### src/rtl/alu_pkg.sv
package alu_pkg;
  typedef enum logic [1:0] {
    OP_ADD = 2'b00,
    OP_ADC = 2'b01,
    OP_SUB = 2'b10,
    OP_SBC = 2'b11
  } aluOp_e;

  // Strobes from control to datapath
  typedef struct packed {
    logic invertB;
    logic carrySeed;
  } aluCtrl_t;
endpackage

### src/rtl/aluControl.sv
module aluControl
  import alu_pkg::*;
(
  input  logic [1:0] opCode,
  input  logic       carryIn,
  output aluCtrl_t   ctrl
);
  aluOp_e op;

  always_comb begin
    op = aluOp_e'(opCode);
    ctrl.invertB   = 1'b0;
    ctrl.carrySeed = 1'b0;
    unique case (op)
      OP_ADD: begin ctrl.invertB = 1'b0; ctrl.carrySeed = 1'b0;    end
      OP_ADC: begin ctrl.invertB = 1'b0; ctrl.carrySeed = carryIn; end
      OP_SUB: begin ctrl.invertB = 1'b1; ctrl.carrySeed = 1'b1;    end
      OP_SBC: begin ctrl.invertB = 1'b1; ctrl.carrySeed = carryIn; end
      default: begin ctrl.invertB = 1'b0; ctrl.carrySeed = 1'b0; end
    endcase
  end
endmodule

### src/rtl/aluSlice.sv
module aluSlice #(
  parameter int SLICE_W = 4
) (
  input  logic [SLICE_W-1:0] sliceA,
  input  logic [SLICE_W-1:0] sliceB,
  input  logic               sliceCin,
  output logic [SLICE_W-1:0] sliceSum,
  output logic               sliceCout
);
  logic [SLICE_W:0] ripple;

  always_comb begin
    ripple[0] = sliceCin;
    for (int i = 0; i < SLICE_W; i++) begin
      sliceSum[i]   = sliceA[i] ^ sliceB[i] ^ ripple[i];
      ripple[i+1]   = (sliceA[i] & sliceB[i]) | (ripple[i] & (sliceA[i] ^ sliceB[i]));
    end
    sliceCout = ripple[SLICE_W];
  end
endmodule

### src/rtl/aluDatapath.sv
module aluDatapath
  import alu_pkg::*;
#(
  parameter int DATA_W  = 8,
  parameter int SLICE_W = 4
) (
  input  logic [DATA_W-1:0] opA,
  input  logic [DATA_W-1:0] opB,
  input  aluCtrl_t          ctrl,
  output logic [DATA_W-1:0] result,
  output logic              carryOut,
  output logic              overflow
);
  localparam int NUM_SLICES = DATA_W / SLICE_W;
  localparam int MSB = DATA_W - 1;

  logic [DATA_W-1:0]   bOperand;
  logic [NUM_SLICES:0] sliceCarry;
  logic [2:0]          signSel;

  assign bOperand      = ctrl.invertB ? ~opB : opB;
  assign sliceCarry[0] = ctrl.carrySeed;

  for (genvar s = 0; s < NUM_SLICES; s++) begin : g_slice
    aluSlice #(.SLICE_W(SLICE_W)) u_slice (
      .sliceA   (opA[s*SLICE_W +: SLICE_W]),
      .sliceB   (bOperand[s*SLICE_W +: SLICE_W]),
      .sliceCin (sliceCarry[s]),
      .sliceSum (result[s*SLICE_W +: SLICE_W]),
      .sliceCout(sliceCarry[s+1])
    );
  end

  assign carryOut = sliceCarry[NUM_SLICES];

  // Overflow as an eight-entry lookup on the three sign bits
  assign signSel = {opA[MSB], bOperand[MSB], result[MSB]};
  always_comb begin
    case (signSel)
      3'b001:  overflow = 1'b1;
      3'b110:  overflow = 1'b1;
      default: overflow = 1'b0;
    endcase
  end

  always_comb begin
    assert_chain_sum_R2: assert ({carryOut, result} ==
        ({1'b0, opA} + {1'b0, bOperand} + {{DATA_W{1'b0}}, ctrl.carrySeed}))
      else $error("slice chain disagrees with wide sum");
    assert_overflow_rule_R5: assert (overflow ==
        ((opA[MSB] == bOperand[MSB]) && (result[MSB] != opA[MSB])))
      else $error("overflow flag breaks sign rule");
  end
endmodule

### src/rtl/addSubAlu.sv
module addSubAlu
  import alu_pkg::*;
#(
  parameter int DATA_W  = 8,
  parameter int SLICE_W = 4
) (
  input  logic [DATA_W-1:0] opA,
  input  logic [DATA_W-1:0] opB,
  input  logic              carryIn,
  input  logic [1:0]        opCode,
  output logic [DATA_W-1:0] result,
  output logic              carryOut,
  output logic              overflow
);
  aluCtrl_t ctrl;

  aluControl u_control (
    .opCode (opCode),
    .carryIn(carryIn),
    .ctrl   (ctrl)
  );

  aluDatapath #(.DATA_W(DATA_W), .SLICE_W(SLICE_W)) u_datapath (
    .opA     (opA),
    .opB     (opB),
    .ctrl    (ctrl),
    .result  (result),
    .carryOut(carryOut),
    .overflow(overflow)
  );

  always_comb begin
    if (opCode == 2'b00) begin
      assert_add_ignores_carry_R1: assert ({carryOut, result} == ({1'b0, opA} + {1'b0, opB}))
        else $error("plain add depends on carryIn");
    end
    if (opCode == 2'b10) begin
      assert_sub_ignores_carry_R3: assert ((result == DATA_W'(opA - opB)) && (carryOut == (opA >= opB)))
        else $error("plain subtract wrong or borrow flag wrong");
    end
  end
endmodule

### config.mk
export PLATFORM = sky130hd
export DESIGN_NAME = addSubAlu
export DESIGN_NICKNAME = d
export VERILOG_FILES = /design/src/rtl/alu_pkg.sv /design/src/rtl/aluControl.sv /design/src/rtl/aluSlice.sv /design/src/rtl/aluDatapath.sv /design/src/rtl/addSubAlu.sv
export SDC_FILE = /design/constraint.sdc
export NUM_CORES = 1
export LEC_CHECK = 0
export BUFFER_PORTS_ARGS = -buffer_cell sky130_fd_sc_hd__buf_2
export CORE_AREA = 2 2 39 41
export DETAILED_ROUTE_END_ITERATION = 10
export DIE_AREA = 0 0 41 43
export MAX_ROUTING_LAYER = met4
export PLACE_DENSITY = 0.63
export SLEW_MARGIN = 20
export SYNTH_ARGS = -nofsm -noshare
export SYNTH_HDL_FRONTEND = slang
export SYNTH_HIERARCHICAL = 1
export SYNTH_SLANG_ARGS = --single-unit
### constraint.sdc
create_clock -name vclk -period 9.5
set_input_delay 0.95 -clock vclk [all_inputs]
set_output_delay 0.95 -clock vclk [all_outputs]
set_load 0.05 [all_outputs]
==> metrics.txt, run 1 <==
status finished clean; Filler cells 158; Synth Instances 42; setup TNS 0 ns; Reg area 0 µm²; final WL 586 µm; Core Footprint 1380 µm²; share of the synthesized area in the top cell type 43.8%; Worst EP required 8.55 ns; CTS hold repair buffers 0; Initial Util 26.4%; Final Instance Area 515 µm²; post-CTS setup buffer count 0; drt initial violations 1; Ports 29; die width 41 µm; Synth Warn # 6; Post-synth top cells inv_1, fa_1, xor2_1, nand2b_1; Pleak 0.334 nW; final layout net count 98; Ant. Diodes 0; vias per cell 3.78; site row count 14; RePlAce Congestion 0.626; Data arrival, critical path 4.70 ns; CLK BUF 0; Area contributors post-synth fa_1, inv_1, xor2_1, xor2_2, mux2_4; number of global-route vias before repair 297; IO buf count 29; Syn Area/Cell 8.70 µm²; Detail Route Antenna Nets 0; leading area contributor after synthesis fa_1; DRC Markers 0; IR drop worst, VDD 0.0000693 V; CP Launch Type input pin; critical setup path kind input pin to primary output; Seq/Total Area, Yosys 0%; Synth cell types 9; ratio of cells with drive above 1 in the final layout 44.9%; RSZ-0062 raised after global routing no; Setup-failing EPs final 0; Tot Pwr 0.0000776 W; die area 1760 µm²; die height 43 µm; post-cts resize count 0; Hold Vio Cnt, Final 0; PwrDens 151 nW/µm²; Least-Margin Pin Slew 0.266 ns; worst min path class input pin to primary output; slew margin rel. 82.2%; DRT Pass-1 Iters 3; area grow syn2layout 41.1%; Min Hold Slack 2.34 ns; Max Clk Rate 177 MHz; Total GRT Usage 7.65%; kind of end point of the critical path primary output; grt total ovfl 0; initial antenna violation count 0; synthesized net count 69; Area after DPL 515 µm²; Mapped Area 365 µm²; worst hold stages 4; detailed placer's ending HPWL 562 µm; Max-cap violations 0; crit path max fanout 9; first-pass GRT wire length 986 µm; Final Critical Period 5.65 ns; pin count of the biggest net entering global routing 10; Tcrit/Tclk final 59.4%; Slew Viols, Final 0; vias 321; WL/cell 6.89 µm; most frequent cell after synthesis inv_1; sequential cell count 0
==> worst paths after layout <==
kind | start | slack [ns] | end
max | opCode[1] | 3.85 | overflow
min | opA[7] | 2.34 | overflow
==> cells in the final DEF, fill, tap and decap left out <==
cell type / n
buf_2: 29
fa_1: 8
inv_1: 20
mux2_4: 1
mux2i_1: 1
nand2b_1: 2
xor2_1: 7
xor2_2: 1
==> cell families (layout without fill, tap and decap cells) <==
| kind of cell | Yosys count | count (layout) | synth area share [%] |
|---|---|---|---|
| XOR/XNOR | 8 | 8 | 21.2 |
| adder cells (fa/ha/maj) | 8 | 8 | 43.8 |
| buffers and inverters | 22 | 49 | 24.7 |
| multiplexers | 2 | 2 | 6.85 |
| AND/OR/NAND/NOR | 2 | 2 | 3.42 |
==> per-stage QoR <==
| step | utilization (%) | worst slack (ns) | std cells |
|---|---|---|---|
| after floorplan | - | 3.35 | 42 |
| after global placement | 37.3 | 3.87 | 85 |
| after detailed placement | 37.3 | 3.82 | 85 |
| after CTS | 37.3 | 3.82 | 85 |
| after global routing | 37.3 | 3.54 | 85 |
| final | 37.3 | 3.85 | 85 |
==> power breakdown <==
part | switching (W) | total, W | leakage, nW | internal, W
sequential | 0 | 0 | 0 | 0
clock | 0 | 0 | 0 | 0
combinational | 0.0000582 | 0.0000776 | 0.334 | 0.0000194
==> final cells by class <==
cell class | instances | area (µm²) | area share (%)
multi-input combinational | 20 | 275 | 53.4
tap | 16 | 20.0 | 3.88
inverter | 20 | 75.1 | 14.6
timing repair buffer | 29 | 145 | 28.2
==> critical path, stage by stage <==
cell and delay, ns:
buf_2 0.19, mux2_4 0.30, fa_1 0.37, inv_1 0.08, fa_1 0.15, inv_1 0.05
fa_1 0.35, inv_1 0.07, fa_1 0.15, inv_1 0.04, fa_1 0.35, inv_1 0.07
fa_1 0.15, inv_1 0.05, fa_1 0.35, inv_1 0.07, fa_1 0.40, inv_1 0.10
nand2b_1 0.06, mux2i_1 0.11, buf_2 0.28
==> routing by layer <==
layer / up-vias / part of all wire, % / routed length [µm] / global-route usage (%)
met5: - / 0 / 0 / -
met1: 146 / 37 / 214 / 7.84
met3: 0 / 8.9 / 52 / 0
met4: 0 / 0 / 0 / 0
met2: 16 / 54 / 319 / 15.6
li1: 159 / - / - / -
(Power assumes the default switching activity.)
==> run 2: changes to the inputs <==
==> constraint.sdc (replaced) <==
create_clock -name vclk -period 5.3
set_input_delay 0.53 -clock vclk [all_inputs]
set_output_delay 0.53 -clock vclk [all_outputs]
set_load 0.05 [all_outputs]
==> run 2 against run 1 <==
Effect of this change:
- power grew 82%
- combinational power grew 82%
- setup slack lost 3.4 ns
==> metrics.txt, run 2 (synthesized netlist as in run 1, its figures left out) <==
status finished clean; setup TNS 0 ns (unchanged); Filler cells 149 (-5.7%); final WL 626 µm (+6.8%); die area 1760 µm² (unchanged); Pleak 0.333 nW (-0.48%); site row count 14 (unchanged); Initial Util 26.4% (unchanged); Max-cap violations 0 (unchanged); Setup-failing EPs final 0 (unchanged); Least-Margin Pin Slew 0.263 ns (-0.00369 ns); Total GRT Usage 7.56% (-0.096 points); RePlAce Congestion 0.619 (-1.2%); Tot Pwr 0.000141 W (+82%); Setup WS post-layout 0.451 ns (-3.40 ns); crit path max fanout 9 (unchanged); Reg area 0 µm² (unchanged); critical setup path kind input pin to primary output; pin count of the biggest net entering global routing 10 (unchanged); die height 43 µm (unchanged); IR drop worst, VDD 0.000131 V (+88%); Slew Viols, Final 0 (unchanged); slew margin rel. 82.5% (+0.25 points); Detail Route Antenna Nets 0 (unchanged); Hold Vio Cnt, Final 0 (unchanged); initial antenna violation count 0 (unchanged); drt initial violations 1 (unchanged); DRC Markers 0 (unchanged); CLK BUF 0 (unchanged); detailed placer's ending HPWL 599 µm (+6.7%); CP Launch Type input pin; sequential cell count 0 (unchanged); Ant. Diodes 0 (unchanged); Tcrit/Tclk final 91.5%; worst hold stages 4 (unchanged); Min Hold Slack 1.52 ns (-0.813 ns); grt total ovfl 0 (unchanged); first-pass GRT wire length 972 µm (-1.4%); CTS hold repair buffers 0 (unchanged); Max Clk Rate 206 MHz; vias per cell 3.81 (+0.93%); worst min path class input pin to primary output; Data arrival, critical path 4.32 ns (-0.38 ns); Area after DPL 519 µm² (+0.73%); commonest cells after routing, fill and taps aside buf_2, inv_1, fa_1; Ports 29 (unchanged); WL/cell 7.36 µm (+6.8%); commonest non-fill, non-tap cell in the layout buf_2; post-cts resize count 0 (unchanged); post-CTS setup buffer count 0 (unchanged); RSZ-0062 raised after global routing no; pre-CTS setup slack 0.396 ns (-3.43 ns); final layout net count 98 (unchanged); PwrDens 271 nW/µm² (+80%); Core Footprint 1380 µm² (unchanged); min-delay src opA[7]; kind of end point of the critical path primary output; DRT Pass-1 Iters 2 (-1); IO buf count 29 (unchanged); number of global-route vias before repair 287 (-3.4%); vias 324 (+0.93%); area grow syn2layout 42.1%; Hold EP overflow; Final Critical Period 4.85 ns; ratio of cells with drive above 1 in the final layout 46.4% (+1.4 points); Final Instance Area 519 µm² (+0.73%); Worst EP required 4.77 ns (-3.78 ns); die width 41 µm (unchanged)
==> run 2: cell count changes in the layout (fill, tap and decap cells not counted) <==
| cell | before | now |
|---|---|---|
| mux2i_2 | 0 | 1 |
| mux2i_1 | 1 | 0 |
==> run 2: per-layer routing <==
metal	track usage (%)	share of wire, %
met1	7.54	30
met2	15.6	58
met3	0	11
met4	0	0
met5	-	0
==> run 2: area by class of cell <==
class	instances	area, µm²	area share [%]
repair buffers	29	145	28.0
inverters	20	75.1	14.5
well taps	16	20.0	3.86
multi-input cells	20	279	53.7
==> run 2: worst max-delay path by stage <==
stage,from,end,slack [ns]
3_5_place_dp,opCode[1],overflow,0.40
3_3_place_gp,opCode[1],overflow,0.44
4_1_cts,opCode[1],overflow,0.39
5_1_grt,opCode[1],overflow,0.23
6_report,opCode[1],overflow,0.45
2_1_floorplan,opCode[1],overflow,0.18
==> run 2: worst max-delay path: stages <==
cell and delay, ns:
buf_2 0.19, mux2_4 0.30, fa_1 0.36, inv_1 0.08, fa_1 0.16, inv_1 0.04
fa_1 0.34, inv_1 0.07, fa_1 0.16, inv_1 0.05, fa_1 0.35, inv_1 0.07
fa_1 0.15, inv_1 0.05, fa_1 0.35, inv_1 0.07, fa_1 0.40, inv_1 0.09
nand2b_1 0.07, mux2i_2 0.14, buf_2 0.28
==> run 2: report_power, final <==
part           internal [W]  leakage (nW)  total (W)  switching, W
Sequential                0             0          0             0
Combinational     0.0000359         0.333   0.000141      0.000105
Clock                     0             0          0             0
Total             0.0000359         0.333   0.000141      0.000105
==> run 2: metrics by stage <==
step	std cells	util (%)
final	85	37.5
after floorplan	42	-
after CTS	85	37.5
after global routing	85	37.5
after global placement	85	37.5
after detailed placement	85	37.5
